[config.mk]
export PLATFORM = sky130hd
export DESIGN_NAME = pix_unpack
export DESIGN_NICKNAME = d
export VERILOG_FILES = /design/src/rtl/pix_unpack_pkg.sv /design/src/rtl/pxu_cfg.sv /design/src/rtl/pxu_fetch.sv /design/src/rtl/pxu_emit.sv /design/src/rtl/pix_unpack.sv
export SDC_FILE = /design/constraint.sdc
export NUM_CORES = 1
export LEC_CHECK = 0
export ABC_AREA = 1
export BUFFER_PORTS_ARGS = -buffer_cell sky130_fd_sc_hd__buf_2
export CAP_MARGIN = 5
export CORE_UTILIZATION = 55
export DETAILED_ROUTE_END_ITERATION = 12
export PLACE_DENSITY = 0.87
export SYNTH_ARGS = -nofsm -noshare
export SYNTH_HDL_FRONTEND = slang
export SYNTH_SLANG_ARGS = --single-unit
[constraint.sdc]
create_clock -name clk -period 3 [get_ports clk]
set_input_delay 0.3 -clock clk [delete_from_list [all_inputs] [get_ports clk]]
set_output_delay 0.3 -clock clk [all_outputs]
set_load 0.02 [all_outputs]
[src/rtl/pix_unpack_pkg.sv]
package pix_unpack_pkg;

    localparam int PIX_W  = 4;
    localparam int BYTE_W = 8;

    typedef enum logic [1:0] {
        DEPTH1 = 2'd0,
        DEPTH2 = 2'd1,
        DEPTH4 = 2'd2,
        DEPTHX = 2'd3
    } depth_e;

    typedef struct packed {
        logic [PIX_W-1:0] data;
        logic             eol;
        logic             eof;
    } pix_beat_t;

    // log2 of the field width
    function automatic logic [1:0] depth_log2(depth_e d);
        case (d)
            DEPTH2:  return 2'd1;
            DEPTH4:  return 2'd2;
            default: return 2'd0;
        endcase
    endfunction

    // index of the last pixel within one byte
    function automatic logic [2:0] last_in_byte(logic [1:0] lg);
        case (lg)
            2'd1:    return 3'd3;
            2'd2:    return 3'd1;
            default: return 3'd7;
        endcase
    endfunction

    // select pixel number 'sub' of a byte, zero-extended
    function automatic logic [PIX_W-1:0] pick_field(logic [BYTE_W-1:0] byt,
                                                    logic [1:0] lg,
                                                    logic little,
                                                    logic [2:0] sub);
        logic [2:0]        fld;
        logic [2:0]        sh;
        logic [BYTE_W-1:0] moved;
        logic [PIX_W-1:0]  mask;
        fld   = little ? sub : (last_in_byte(lg) - sub);
        sh    = fld << lg;
        moved = byt >> sh;
        case (lg)
            2'd1:    mask = 4'b0011;
            2'd2:    mask = 4'b1111;
            default: mask = 4'b0001;
        endcase
        return moved[PIX_W-1:0] & mask;
    endfunction

endpackage

[src/rtl/pxu_cfg.sv]
module pxu_cfg
    import pix_unpack_pkg::*;
#(
    parameter int AW = 16,
    parameter int WW = 10,
    parameter int HW = 10
) (
    input  logic          clk,
    input  logic          rst,
    input  logic          start,
    input  logic [1:0]    cfg_bpp,
    input  logic          cfg_le,
    input  logic [AW-1:0] cfg_base,
    input  logic [AW-1:0] cfg_lao,
    input  logic [WW-1:0] cfg_width,
    input  logic [HW-1:0] cfg_height,
    input  logic          frame_done,
    output logic          run,
    output logic          err,
    output depth_e        depth_q,
    output logic          le_q,
    output logic [AW-1:0] base_q,
    output logic [AW-1:0] lao_q,
    output logic [WW-1:0] width_q,
    output logic [HW-1:0] height_q,
    output logic [WW-1:0] bpl_q
);

    localparam int WP = WW + 1;
    localparam int CW = ((AW > WW) ? AW : WW) + 1;

    depth_e     depth_in;
    logic [1:0] lg_in;
    logic [WP-1:0] rounded;
    logic [WW-1:0] bpl_in;
    logic          bad_in;

    always_comb begin
        depth_in = depth_e'(cfg_bpp);
        lg_in    = depth_log2(depth_in);
        rounded  = {1'b0, cfg_width} + WP'(last_in_byte(lg_in));
        bpl_in   = WW'(rounded >> (2'd3 - lg_in));
        bad_in   = (depth_in == DEPTHX) || (cfg_width == '0) || (cfg_height == '0)
                 || (CW'(cfg_lao) < CW'(bpl_in));
    end

    always_ff @(posedge clk) begin
        if (rst) begin
            run      <= 1'b0;
            err      <= 1'b0;
            depth_q  <= DEPTH1;
            le_q     <= 1'b0;
            base_q   <= '0;
            lao_q    <= '0;
            width_q  <= '0;
            height_q <= '0;
            bpl_q    <= '0;
        end else if (start && !run) begin
            err      <= bad_in;
            run      <= !bad_in;
            depth_q  <= depth_in;
            le_q     <= cfg_le;
            base_q   <= cfg_base;
            lao_q    <= cfg_lao;
            width_q  <= cfg_width;
            height_q <= cfg_height;
            bpl_q    <= bpl_in;
        end else if (frame_done) begin
            run <= 1'b0;
        end
    end

    assert_err_idle_R9: assert property (@(posedge clk) disable iff (rst)
        err |-> !run);

    assert_run_from_start_R8: assert property (@(posedge clk) disable iff (rst)
        $rose(run) |-> $past(start));

    assert_run_until_done_R7: assert property (@(posedge clk) disable iff (rst)
        run && !frame_done |=> run);

endmodule

[src/rtl/pxu_fetch.sv]
module pxu_fetch
    import pix_unpack_pkg::*;
#(
    parameter int AW = 16,
    parameter int WW = 10,
    parameter int HW = 10
) (
    input  logic          clk,
    input  logic          rst,
    input  logic          run,
    input  logic          need,
    input  logic [AW-1:0] base_q,
    input  logic [AW-1:0] lao_q,
    input  logic [WW-1:0] bpl_q,
    input  logic [HW-1:0] height_q,
    output logic          mem_rd,
    output logic [AW-1:0] mem_addr
);

    logic [WW-1:0] bidx;
    logic [HW-1:0] row;
    logic [AW-1:0] line_off;
    logic          all_read;
    logic          line_last;

    always_comb begin
        mem_rd    = run && !all_read && need;
        mem_addr  = base_q + line_off + AW'(bidx);
        line_last = (bidx == bpl_q - WW'(1));
    end

    always_ff @(posedge clk) begin
        if (rst || !run) begin
            bidx     <= '0;
            row      <= '0;
            line_off <= '0;
            all_read <= 1'b0;
        end else if (mem_rd) begin
            if (line_last) begin
                bidx     <= '0;
                row      <= row + HW'(1);
                line_off <= line_off + lao_q;
                if (row == height_q - HW'(1)) begin
                    all_read <= 1'b1;
                end
            end else begin
                bidx <= bidx + WW'(1);
            end
        end
    end

    assert_read_in_line_R1: assert property (@(posedge clk) disable iff (rst)
        mem_rd |-> (bidx < bpl_q) && (row < height_q));

endmodule

[src/rtl/pxu_emit.sv]
module pxu_emit
    import pix_unpack_pkg::*;
#(
    parameter int WW = 10,
    parameter int HW = 10
) (
    input  logic              clk,
    input  logic              rst,
    input  logic              run,
    input  logic              rd_issue,
    input  logic [BYTE_W-1:0] mem_rdata,
    input  depth_e            depth_q,
    input  logic              le_q,
    input  logic [WW-1:0]     width_q,
    input  logic [HW-1:0]     height_q,
    input  logic              pix_ready,
    output logic              pix_valid,
    output pix_beat_t         beat,
    output logic              need,
    output logic              frame_done
);

    logic              pend;
    logic              held;
    logic [BYTE_W-1:0] byte_q;
    logic [2:0]        sub;
    logic [WW-1:0]     x;
    logic [HW-1:0]     y;

    logic [BYTE_W-1:0] cur_byte;
    logic              cur_valid;
    logic [1:0]        lg;
    logic [2:0]        sub_last;
    logic              fire;
    logic              byte_done;

    always_comb begin
        lg        = depth_log2(depth_q);
        sub_last  = last_in_byte(lg);
        cur_byte  = pend ? mem_rdata : byte_q;
        cur_valid = pend || held;
        pix_valid = run && cur_valid;
        beat.data = pick_field(cur_byte, lg, le_q, sub);
        beat.eol  = (x == width_q - WW'(1));
        beat.eof  = beat.eol && (y == height_q - HW'(1));
        fire      = pix_valid && pix_ready;
        byte_done = fire && ((sub == sub_last) || beat.eol);
        need      = !cur_valid || byte_done;
        frame_done = fire && beat.eof;
    end

    always_ff @(posedge clk) begin
        if (rst || !run) begin
            pend   <= 1'b0;
            held   <= 1'b0;
            byte_q <= '0;
            sub    <= '0;
            x      <= '0;
            y      <= '0;
        end else begin
            pend <= rd_issue;
            held <= cur_valid && !byte_done;
            if (pend) begin
                byte_q <= mem_rdata;
            end
            if (fire) begin
                if (beat.eol) begin
                    sub <= '0;
                    x   <= '0;
                    y   <= y + HW'(1);
                end else begin
                    x   <= x + WW'(1);
                    sub <= (sub == sub_last) ? 3'd0 : sub + 3'd1;
                end
            end
        end
    end

    assert_hold_on_stall_R10: assert property (@(posedge clk) disable iff (rst)
        pix_valid && !pix_ready |=> pix_valid && $stable(beat));

    assert_no_overwrite_R10: assert property (@(posedge clk) disable iff (rst)
        pend |-> !held);

    assert_x_in_width_R6: assert property (@(posedge clk) disable iff (rst)
        run |-> x < width_q);

    assert_eof_is_eol_R7: assert property (@(posedge clk) disable iff (rst)
        pix_valid && beat.eof |-> beat.eol);

endmodule

[src/rtl/pix_unpack.sv]
module pix_unpack
    import pix_unpack_pkg::*;
#(
    parameter int AW = 16,
    parameter int WW = 10,
    parameter int HW = 10
) (
    input  logic          clk,
    input  logic          rst,
    input  logic          start,
    input  logic [1:0]    cfg_bpp,
    input  logic          cfg_le,
    input  logic [AW-1:0] cfg_base,
    input  logic [AW-1:0] cfg_lao,
    input  logic [WW-1:0] cfg_width,
    input  logic [HW-1:0] cfg_height,
    output logic          busy,
    output logic          cfg_err,
    output logic          mem_rd,
    output logic [AW-1:0] mem_addr,
    input  logic [7:0]    mem_rdata,
    output logic          pix_valid,
    input  logic          pix_ready,
    output logic [3:0]    pix_data,
    output logic          pix_eol,
    output logic          pix_eof
);

    logic          run;
    logic          need;
    logic          frame_done;
    depth_e        depth_q;
    logic          le_q;
    logic [AW-1:0] base_q;
    logic [AW-1:0] lao_q;
    logic [WW-1:0] width_q;
    logic [HW-1:0] height_q;
    logic [WW-1:0] bpl_q;
    pix_beat_t     beat;

    pxu_cfg #(.AW(AW), .WW(WW), .HW(HW)) u_cfg (
        .clk        (clk),
        .rst        (rst),
        .start      (start),
        .cfg_bpp    (cfg_bpp),
        .cfg_le     (cfg_le),
        .cfg_base   (cfg_base),
        .cfg_lao    (cfg_lao),
        .cfg_width  (cfg_width),
        .cfg_height (cfg_height),
        .frame_done (frame_done),
        .run        (run),
        .err        (cfg_err),
        .depth_q    (depth_q),
        .le_q       (le_q),
        .base_q     (base_q),
        .lao_q      (lao_q),
        .width_q    (width_q),
        .height_q   (height_q),
        .bpl_q      (bpl_q)
    );

    pxu_fetch #(.AW(AW), .WW(WW), .HW(HW)) u_fetch (
        .clk      (clk),
        .rst      (rst),
        .run      (run),
        .need     (need),
        .base_q   (base_q),
        .lao_q    (lao_q),
        .bpl_q    (bpl_q),
        .height_q (height_q),
        .mem_rd   (mem_rd),
        .mem_addr (mem_addr)
    );

    pxu_emit #(.WW(WW), .HW(HW)) u_emit (
        .clk        (clk),
        .rst        (rst),
        .run        (run),
        .rd_issue   (mem_rd),
        .mem_rdata  (mem_rdata),
        .depth_q    (depth_q),
        .le_q       (le_q),
        .width_q    (width_q),
        .height_q   (height_q),
        .pix_ready  (pix_ready),
        .pix_valid  (pix_valid),
        .beat       (beat),
        .need       (need),
        .frame_done (frame_done)
    );

    assign busy     = run;
    assign pix_data = beat.data;
    assign pix_eol  = beat.eol;
    assign pix_eof  = beat.eof;

endmodule

; Word-level counts from Yosys, hierarchy flattened
; Cells that the tools add are included.
[totals]
ff_bits = 137
out_inout_bits = 26
word_cells = 92
[op_classes]
n_addsub = 14
bitwise_logic = 1
magnitude_cmp = 1
n_eq_ne = 14
shift = 3
mux = 13
n_reduce_logical = 27
[op_table]
columns = op, count
row1 = $add 10x1->10 const B, 4
row2 = $eq 10x10->1, 4
row3 = $add 16x16->16, 2
row4 = $sub 10x1->10 const B, 3
row5 = $logic_not 10->1, 2
row6 = $mux 10, 2
row7 = $add 16x10->16, 1
row8 = $lt 16x10->1, 1
row9 = $pmux 3 s2, 2
row10 = $add 10x3->11, 1
row11 = $shr 11x2->10, 1
row12 = $eq 2x2->1 const B, 5
row13 = $logic_and 1x1->1, 9
row14 = $mux 3, 3
row15 = $eq 2x1->1 const B, 4
row16 = $mux 8, 1
row17 = $pmux 2 s2, 2
row18 = $pmux 4 s2, 1
row19 = $shr 8x3->4, 1
row20 = $logic_or 1x1->1, 7
row21 = $logic_not 1->1, 5
row22 = $and 4x4->4, 1
row23 = $reduce_and 2->1, 2
row24 = $add 3x1->3 const B, 1
row25 = 7 further kinds, 8

; Longest topological paths before layout
[logic_depth]
depth_word = 10
mapped_depth = 26
mapped_depth_nobuf = 26

; Cells and area by module
; From an unflattened synthesis, not the netlist that was laid out.
[unflattened]
hier_cells = 1480
hier_area_um2 = 9979.6
[modules_own_cells]
columns = mod, cells_each, area_each_um2, n_inst
row1 = pxu_fetch, 613, 4051.4, 1
row2 = pxu_cfg, 419, 3164.3, 1
row3 = pxu_emit, 448, 2763.9, 1

; Worst setup path before layout
; Ideal clock, no wire load.
[synth_path]
kind = input port to flip-flop
startpoint = input port cfg_bpp[0]
endpoint = register u_cfg.run
slack_ns = -0.270
stages = 17
setup_time_ns = 0.113
t_arrival_ns = 3.157
required_time_ns = 2.887
path_cell_list = inv_1 ha_1 ha_1 inv_1 or2_2 a21oi_1 nand3_1 nor2_1 inv_1 nor3_1 o21ai_0 or2_2 ha_1 a2111oi_0 nand2_1 nand3_1 nand2_1
[synth_between]
elab_chain_len = 10
word_cells_on_any_way = 16
classes_between = add/sub: 2 / order compare: 1 / eq/ne: 5 / shift: 1 / mux: 3 / reduce/logical: 4
[synth_rtl]
columns = item, line_no
row1 = start: declaration, pix_unpack.sv:11  ; input logic [1:0] cfg_bpp,
row2 = $eq 2x2->1 / $eq 2x1->1 (equally long branches), pix_unpack_pkg.sv:21  ; case (d)
row3 = $pmux 2 s2, pix_unpack_pkg.sv:21
row4 = $eq 2x2->1 / $eq 2x1->1 (equally long branches), pix_unpack_pkg.sv:30  ; case (lg)
row5 = $pmux 3 s2, pix_unpack_pkg.sv:30
row6 = $add 10x3->11, pxu_cfg.sv:41  ; rounded = {1'b0, cfg_width} + WP'(last_in_byte(lg_in));
row7 = $shr 11x2->10, pxu_cfg.sv:42  ; bpl_in = WW'(rounded >> (2'd3 - lg_in));
row8 = $lt 16x10->1, pxu_cfg.sv:44  ; || (CW'(cfg_lao) < CW'(bpl_in));
row9 = $logic_or 1x1->1 (*), pxu_cfg.sv:44
row10 = $logic_not 1->1 (*), pxu_cfg.sv:60  ; run <= !bad_in;
row11 = $mux 1 (*), pxu_cfg.sv:58  ; end else if (start && !run) begin
row12 = end signal: assignment, pxu_cfg.sv:60
row13 = end: declaration, pxu_cfg.sv:18  ; output logic run,
; Mark *: on every way between the ends. The rest lies on a longest branch, timed or not.
; A chain may end at the register's enable or synchronous reset.

; Worst setup path in the final report
[layout_path]
startpoint = register u_cfg.base_q[1]
endpoint = output port mem_addr[11]
[layout_between]
elab_chain_len = 2
[layout_rtl]
columns = item, line_no
row1 = start: declaration, pxu_cfg.sv:22  ; output logic [AW-1:0] base_q,
row2 = start signal: assignment, pxu_cfg.sv:63  ; base_q <= cfg_base;
row3 = $add 16x16->16, pxu_fetch.sv:28  ; mem_addr = base_q + line_off + AW'(bidx);
row4 = $add 16x10->16, pxu_fetch.sv:28
row5 = end: declaration, pix_unpack.sv:20  ; output logic [AW-1:0] mem_addr,
; No other way between the ends.

==> metrics.txt <==
initial antenna violation count=0; top_reg_cell synth=dfxtp_1; layout cells sized above 1=18.33%; Fmax=288.3 MHz; Fill cells=1,277; syn_nets=1,560; Hold Path Cell Cnt=3; fin crit share=115.6%; Rel. slew slack=52.69%; Avg Cell Area, Syn=6.704 um2; Starting Density=56.80%; wire per inst=14.82 um; commonest non-fill, non-tap cells in the layout=277 x nand2_1, 194 x nor2_1, 180 x inv_1; YS warnings=0; Synth Area in XOR/XNOR=8.372%; via count=9,836; Mapped Cells=1,420; failing checks=negative setup slack; Max Clock Skew=0.009502 ns; row cnt=47; R2R cell count=16; Antenna Nets Post-Route=0; Syn-to-layout area delta=22.22%; adder-cell share of the synthesized area=10.62%; Placed Cells=1,746; Final Hold Fails=0; DRT Pass-1 Iters=6; post-place setup slack=-0.4214 ns; Compound-Gate Fraction of Synth Area=13.18%; first-pass GRT wire length=42.76 mm; PwrDens=473.0 nW/um2; EDFF count, synth=0; number of DRC markers in iteration 0=714; # port buffers=92; Die W=133.6 um; fin worst setup slack=-0.4689 ns; clock buffer depth=2; Total GRT Usage=29.71%; Slew @ Worst Pin=0.7096 ns; Post-Route WL=26.63 mm; CP Launch Type=register; vias in the first global route=9,226; cts hold-fix bufs=0; Crit path required time=2.70 ns; clock transition at the registers of the reported paths=0.06 ns; Die Ht=133.6 um; Final GP Congestion=0.9230; leakage=5.610 nW; Layout Nets=1,704; peak supply drop=512.9 uV; Remaining Overflow, GRT=0; Setup Crit Path Kind=reg -> out; final instance area=11,640 um2; die area=17,840 um2; Max Slew Vio Count=0; min-delay worst type=in -> reg; Async SR Flop Fraction=0%; Post-Syn Area=9520 um2; TritonCTS clock tree=yes; largest family of logic cells by synthesized area=simple AND/OR/NAND/NOR gates; Remaining DRCs=0; root buf cell=clkbuf_16; RSZ-0062 raised after global routing=true; largest net degree at the start of global routing=79; CP Capture Type=output pin; hpwl dp=18.91 mm; worst-skew pair later-pin latency=0.44 ns; final-report setup violation count=9; min Tclk post-route=3.469 ns; CP max FO=2; Data arrival, critical path=3.17 ns; max-cap violations=0; Placed Area=10,580 um2; most common cell after layout, fill and taps aside=nand2_1; Num CTS Buffers=17; Core ar.=16,760 um2; outcome=finished with violations; simple-gate share of the synthesized area=28.94%; CTS H-tree depth=4; fraction of synthesized area in multiplexers=0.6308%; post-synth cell types=44; Antenna Cells=0; Seq/Total Area, Yosys=28.81%; # clock sinks=137; flops & latches, synth=137; detail-routed via count per cell=5.474; top-level port count=93; final cell count without fillers=1,797
==> timing repair <==
action,4_1_cts,5_1_grt
gates cloned,0,0
pin swaps,15,27
buffers inserted,14,13
endpoints found under the setup margin,12,19
gates resized for setup,32,57
==> logic make-up after synthesis <==
| family | after synthesis |
|---|---|
| AOI/OAI and AO/OA | 234 |
| xor gates and xnor gates | 91 |
| adders and majority gates | 73 |
| buffers and inverters | 233 |
| DFF | 137 |
| muxes | 6 |
| and+or+nand+nor | 646 |
==> synth_stat cells (2+ instances only) <==
cell type | n | area share [%]
nand3_1 | 62 | 3.3
clkbuf_1 | 34 | 1.3
nand2_1 | 285 | 11
nor4_1 | 10 | 0.66
and3_1 | 2 | 0.13
xor2_1 | 67 | 6.2
o31ai_1 | 2 | 0.16
buf_6 | 2 | 0.24
fa_1 | 13 | 2.7
ha_1 | 60 | 7.9
a211oi_1 | 3 | 0.24
o21bai_1 | 6 | 0.47
o211ai_1 | 4 | 0.32
nand4_1 | 34 | 2.2
xnor2_1 | 24 | 2.2
nand3_4 | 2 | 0.37
a21oi_1 | 94 | 4.9
or2_2 | 7 | 0.46
nor2_1 | 203 | 8.0
dfxtp_1 | 137 | 29
buf_4 | 2 | 0.16
inv_2 | 4 | 0.16
a31oi_1 | 10 | 0.66
nand2_2 | 3 | 0.20
o21a_1 | 4 | 0.32
nand3b_1 | 8 | 0.63
nor3_1 | 24 | 1.3
buf_1 | 3 | 0.12
mux2i_1 | 6 | 0.63
inv_1 | 185 | 7.3
nor2_2 | 3 | 0.20
buf_2 | 2 | 0.11
o21ai_0 | 104 | 5.5
==> stage by stage <==
step / TNS, ns / utilization (%) / hold slack [ns] / power, mW
3_5_place_dp: -1.092 / 63.13 / 0.4502 / 3.252
4_1_cts: -1.795 / 67.62 / 0.1108 / 5.409
3_3_place_gp: -0.6476 / 63.13 / 0.4379 / 3.215
5_1_grt: -3.234 / 69.43 / 0.1317 / 5.751
6_report: -2.443 / 69.43 / 0.1143 / 5.504
2_1_floorplan: -0.04574 / - / 0.4304 / 2.885
==> worst paths after layout <==
check                                       from                   to  slack, ns
worst max-delay path             u_cfg.base_q[1]         mem_addr[11]      -0.47
worst min-delay path                cfg_base[15]     u_cfg.base_q[15]       0.11
worst max register to register  u_cfg.width_q[0]  u_fetch.line_off[4]       0.31
worst min register to register  u_fetch.all_read     u_fetch.all_read       0.47
==> state kept, by name, indices dropped and copies added (netlist names), 10 cells and up <==
register          count
u_emit.x             10
u_emit.y             10
u_cfg.base_q         16
u_cfg.height_q       10
u_cfg.width_q        10
u_fetch.bidx         10
u_cfg.lao_q          16
u_fetch.line_off     16
u_fetch.row          10
u_cfg.bpl_q          10
==> worst max-delay path, stage by stage (launching register included) <==
cell	delay (ns)
dfxtp_2	0.33
fa_1	0.54
ha_2	0.20
inv_2	0.04
fa_2	0.33
nand3b_1	0.20
nand2_2	0.12
a31oi_4	0.10
o21bai_1	0.19
a21oi_2	0.10
o21ai_2	0.14
buf_4	0.13
xor2_1	0.15
buf_4	0.16
==> area by class of cell <==
cell class / count / area (um2) / share of cell area, %
Multi-Input combinational cell: 1050 / 6222 / 53.47
Sequential cell: 137 / 2753 / 23.66
Timing Repair Buffer: 168 / 1069 / 9.183
Inverter: 190 / 715.7 / 6.151
Clock buffer: 19 / 432.9 / 3.720
Tap cell: 220 / 275.3 / 2.366
Clock inverter: 13 / 168.9 / 1.452
==> power by group <==
part	internal (mW)	total (mW)	switching (mW)
Clock	1.31	2.17	0.858
Sequential	1.91	1.99	0.0796
Combinational	0.510	1.35	0.836
==> per-layer routing <==
metal / vias up / GRT usage [%] / wire [um]
met5: - / 0 / 0
met4: 0 / 14.46 / 964
met3: 77 / 5.251 / 1717
met2: 349 / 52.26 / 13070
met1: 4526 / 34.75 / 10880
li1: 4884 / - / -
Note: power is estimated with default switching activity, not from simulation.
